<file path="config.mk">
export PLATFORM = sky130hd
export DESIGN_NAME = blink_timing_gen
export DESIGN_NICKNAME = d
export VERILOG_FILES = /design/src/rtl/blink_pkg.sv /design/src/rtl/blink_vs_edge.sv /design/src/rtl/blink_field_ctr.sv /design/src/rtl/blink_phase_cmp.sv /design/src/rtl/blink_timing_gen.sv
export SDC_FILE = /design/constraint.sdc
export NUM_CORES = 1
export LEC_CHECK = 0
export ABC_AREA = 1
export CAP_MARGIN = 10
export CORE_AREA = 5 5 42 44
export DETAILED_ROUTE_END_ITERATION = 16
export DIE_AREA = 0 0 47 49
export HOLD_SLACK_MARGIN = 0.1
export PLACE_DENSITY_LB_ADDON = 0.25
export SLEW_MARGIN = 15
export SYNTH_ARGS = -nofsm -noshare
export SYNTH_HDL_FRONTEND = slang
export SYNTH_HIERARCHICAL = 1
export SYNTH_SLANG_ARGS = --single-unit
</file>
<file path="constraint.sdc">
create_clock -name clk -period 1.15 [get_ports clk]
set_clock_uncertainty 0.2 [all_clocks]
set_input_delay 0.115 -clock clk [delete_from_list [all_inputs] [get_ports clk]]
set_output_delay 0.115 -clock clk [all_outputs]
set_load 0.03 [all_outputs]
</file>
<file path="src/rtl/blink_pkg.sv">
package blink_pkg;

    typedef enum logic [1:0] {
        DUTY_ALIAS = 2'b00,
        DUTY_QTR   = 2'b01,
        DUTY_HALF  = 2'b10,
        DUTY_3QTR  = 2'b11
    } duty_e;

    function automatic logic [2:0] duty_limit(input logic [1:0] code);
        case (code)
            DUTY_QTR:  duty_limit = 3'd1;
            DUTY_3QTR: duty_limit = 3'd3;
            default:   duty_limit = 3'd2;
        endcase
    endfunction

endpackage

</file>
<file path="src/rtl/blink_vs_edge.sv">
module blink_vs_edge (
    input  logic clk,
    input  logic rst_n,
    input  logic vsync,
    output logic rise
);

    typedef struct packed {
        logic vs;
    } st_t;

    st_t st_d, st_q;

    always_comb begin
        st_d    = st_q;
        st_d.vs = vsync;
        rise    = vsync & ~st_q.vs;
    end

    always_ff @(posedge clk) begin
        if (!rst_n) st_q <= '0;
        else        st_q <= st_d;
    end

endmodule

</file>
<file path="src/rtl/blink_field_ctr.sv">
module blink_field_ctr #(
    parameter int CNT_W = 6
) (
    input  logic             clk,
    input  logic             rst_n,
    input  logic             step,
    output logic [CNT_W-1:0] count
);

    typedef struct packed {
        logic [CNT_W-1:0] cnt;
    } st_t;

    st_t st_d, st_q;

    always_comb begin
        st_d = st_q;
        if (step) st_d.cnt = st_q.cnt + 1'b1;
    end

    always_ff @(posedge clk) begin
        if (!rst_n) st_q <= '0;
        else        st_q <= st_d;
    end

    assign count = st_q.cnt;

endmodule

</file>
<file path="src/rtl/blink_phase_cmp.sv">
module blink_phase_cmp
    import blink_pkg::*;
#(
    parameter int CNT_W = 6
) (
    input  logic [CNT_W-1:0] count,
    input  logic             period_sel,
    input  logic [1:0]       duty_sel,
    output logic             visible
);

    localparam int LONG_HI  = CNT_W - 1;
    localparam int SHORT_HI = CNT_W - 2;

    logic [1:0] qtr_long, qtr_short, qtr;

    assign qtr_long  = count[LONG_HI  -: 2];
    assign qtr_short = count[SHORT_HI -: 2];

    always_comb begin
        qtr     = period_sel ? qtr_short : qtr_long;
        visible = ({1'b0, qtr} < duty_limit(duty_sel));
    end

endmodule

</file>
<file path="src/rtl/blink_timing_gen.sv">
module blink_timing_gen #(
    parameter int CNT_W = 6
) (
    input  logic       clk,
    input  logic       rst_n,
    input  logic       vsync,
    input  logic       period_sel,
    input  logic [1:0] duty_sel,
    input  logic       char_blink_en,
    output logic       blink_on,
    output logic       fg_show
);

    logic             vs_rise;
    logic [CNT_W-1:0] field_cnt;

    blink_vs_edge u_edge (
        .clk   (clk),
        .rst_n (rst_n),
        .vsync (vsync),
        .rise  (vs_rise)
    );

    blink_field_ctr #(.CNT_W(CNT_W)) u_ctr (
        .clk   (clk),
        .rst_n (rst_n),
        .step  (vs_rise),
        .count (field_cnt)
    );

    blink_phase_cmp #(.CNT_W(CNT_W)) u_cmp (
        .count      (field_cnt),
        .period_sel (period_sel),
        .duty_sel   (duty_sel),
        .visible    (blink_on)
    );

    assign fg_show = ~char_blink_en | blink_on;

endmodule

</file>
==> impl_metrics.py <==
metrics = {
    "global_routing": {
        "grt_overflow": 0,
        "grt_max_degree": 5,
        "grt_use_total": 0.0930,
        "antenna_found_initial": 0,
        "grt_pass1_wl_mm": 1.46,
        "grt_pass1_vias": 368,
    },
    "worst_setup_path": {
        "critPathLaunchType": "flop",
        "required_ns": 0.83,
        "cp-end-kind": "primary output",
        "cp_max_fo": 2,
        "arrival_ns": 1.27,
        "reg2reg_slack_ns": 0.02,
        "path_class": "reg2out",
    },
    "cells_and_area": {
        "nets": 86,
        "syn_to_final_growth_pct": 77.1,
        "n_antenna_cell": 0,
        "final_cells": 92,
        "layout-drive-gt1-share": 0.500,
    },
    "drt": {
        "vias_per_cell": 4.14,
        "avgRoutedWirePerCell_um": 9.07,
        "routed_wl_um": 834,
        "drc_errors": 0,
        "first_iter_violations": 1,
        "vias": 381,
        "dr.pass1.iters": 2,
        "drtAntennaViolNets": 0,
    },
    "timing": {
        "clock.fmax_mhz": 631,
        "relSlewSlack": 0.904,
        "min_period_over_period": 1.38,
        "layout_min_cycle_time_ns": 1.58,
        "tightest_slew_ns": 0.143,
        "hold_violations": 0,
        "setup_slack_ns": -0.434,
        "rsz0062_at_grt": "yes",
        "drv_slew": 0,
        "setup_viol": 2,
    },
    "clocking": {
        "clock_latency_ns": 0.25,
        "clk_pin_slew_worst_paths_ns": 0.05,
        "htree_levels": 1,
        "cts_inserted_buffers": 3,
        "cts_root_buf": "clkbuf_4",
        "cts_tree": "done",
        "post_cts_buffers": 0,
        "numClockSinks": 7,
        "clockBufferDepth": 2,
    },
    "synthesis": {
        "syn_area_um2": 367,
        "yosys.area.top_type": "dfxtp_1",
        "syn_avg_cell_area_um2": 6.92,
        "synth-edff-count": 0,
        "synth_top_family_by_area": "simple AND/OR/NAND/NOR gates",
        "synth-compound-area-share": 0.106,
        "synth-simple-area-share": 0.362,
        "ys_top_cells_by_area": "dfxtp_1 38%, nand2_1 14%, nor2_1 8.2%",
        "synth.area.mux_share": 0,
        "synth_adder_area_share": 0.0683,
        "synth_commonest_cells": "14 x nand2_1, 8 x nor2_1, 7 x dfxtp_1, 7 x inv_1, 4 x a21oi_1",
        "ys_seq_area_frac": 0.382,
        "synth_top_area_share": 0.382,
        "yosys_register_bits": 7,
        "async_flop_share": 0,
        "ys.flop_type": "dfxtp_1",
        "synth.most_common_cell": "nand2_1",
        "synth_cells": 53,
        "ys.warnings.count": 6,
        "syn_nets": 62,
        "synth_xor_area_frac": 0,
        "synthDistinctLibCells": 14,
    },
    "pwr": {
        "power_frac_clock": 0.388,
        "ir_drop_uv": 427,
        "total_power_mw": 0.597,
        "power.density_nw_per_um2": 919,
        "p_leak_nw": 0.296,
        "power.internal_mw": 0.443,
        "p_comb_frac": 0.174,
        "netSwitchingPower_mw": 0.154,
        "swShare": 0.258,
        "seqPwrFrac": 0.438,
    },
    "floorplanning": {
        "rows": 14,
        "chipHeight_um": 49,
        "die-area_um2": 2300,
        "coreArea_um2": 1400,
        "start_util": 0.262,
        "die_w_um": 47,
        "io_pins": 9,
    },
    "outcome": {
        "violations": "negative setup slack",
        "outcome": "finished, violations left",
    },
    "placed_design": {
        "dp_cells": 87,
        "dp_hpwl_um": 588,
        "place_congestion": 0.659,
        "port_buffers": 8,
    },
    "flow_run": {
        "max_cap_viol_count": 0,
    },
    "hold_path": {
        "hold_class": "in2reg",
    },
}
[per-layer routing]
layer  global-route usage  wire [um]
met5                    0          0
met4               0.0829         34
met3               0.0332         55
met2                0.136        406
met1               0.0989        336
[through the flow]
step	area [um^2]	TNS [ns]	hold slack, ns	setup slack, ns	util
2_1_floorplan	415	-0.374	0.00845	-0.284	-
4_1_cts	638	-0.950	0.251	-0.500	0.455
3_3_place_gp	586	-2.67	0.314	-0.584	0.418
3_5_place_dp	586	-2.75	0.319	-0.604	0.418
6_report	649	-0.817	0.285	-0.434	0.463
5_1_grt	649	-1.12	0.300	-0.511	0.463
[cell families (layout without fill, tap and decap cells)]
| family | after synthesis | in the layout |
|---|---|---|
| AOI/OAI and AO/OA | 7 | 7 |
| adders and majority gates | 2 | 2 |
| buffers and inverters | 8 | 31 |
| DFF | 7 | 7 |
| and+or+nand+nor | 29 | 29 |
[registers in the layout, summed over array words and instances (netlist names)]
register     flops
u_edge/st_q      1
u_ctr/count      6
[cell type report]
| type | instances | area, um^2 |
|---|---|---|
| Timing Repair Buffer | 19 | 160 |
| Sequential cell | 7 | 149 |
| Inverter | 8 | 30.0 |
| Multi-Input combinational cell | 38 | 264 |
| Fill cell | 145 | 752 |
| Tap cell | 16 | 20.0 |
| Clock buffer | 4 | 26.3 |
[layout by cell type, fill, tap and decap left out, drive strengths merged]
cell type / n
clkdlybuf4s50: 3
clkbuf: 4
nand2: 16
dlygate4sd2: 3
dlygate4sd3: 1
a21oi: 5
nor2: 10
ha: 2
dfxtp: 7
inv: 8
buf: 12
o21ai: 2
nand3: 3
[power groups by stage]
stage                     clock, mW  sequential, mW  combinational (mW)
after floorplan                   0           0.267              0.0446
after global placement            0           0.267              0.0994
after detailed placement          0           0.267               0.101
after CTS                     0.248           0.262               0.104
after global routing          0.276           0.263               0.114
final                         0.232           0.262               0.104
[critical path: stages (launching register included)]
cell and delay, ns:
dfxtp_2 0.33, nand2_2 0.05, nand2_2 0.07, ha_4 0.20, a21oi_4 0.13, inv_2 0.06
nand2_4 0.05, buf_6 0.12
[worst paths after layout]
| check | from | to | cells after the start |
|---|---|---|---|
| worst max register to register | u_edge/st_q$_SDFF_PN0_ | u_ctr/count[5]$_SDFFE_PN0P_ | 6 |
| worst min-delay path | vsync | u_ctr/count[2]$_SDFFE_PN0P_ | 6 |
| worst max-delay path | u_ctr/count[5]$_SDFFE_PN0P_ | fg_show | 7 |
| worst min register to register | u_ctr/count[2]$_SDFFE_PN0P_ | u_ctr/count[2]$_SDFFE_PN0P_ | 2 |
[what timing repair did]
| action | 4_1_cts | 5_1_grt |
|---|---|---|
| endpoints found under the hold margin | 1 | 0 |
| resized for setup | 11 | 4 |
| hold buffers | 1 | 0 |
| pin swaps | 10 | 3 |
| setup endpoints to repair | 5 | 5 |
| cloned | 0 | 0 |
No activity file was read; power rests on OpenSTA's default activity.
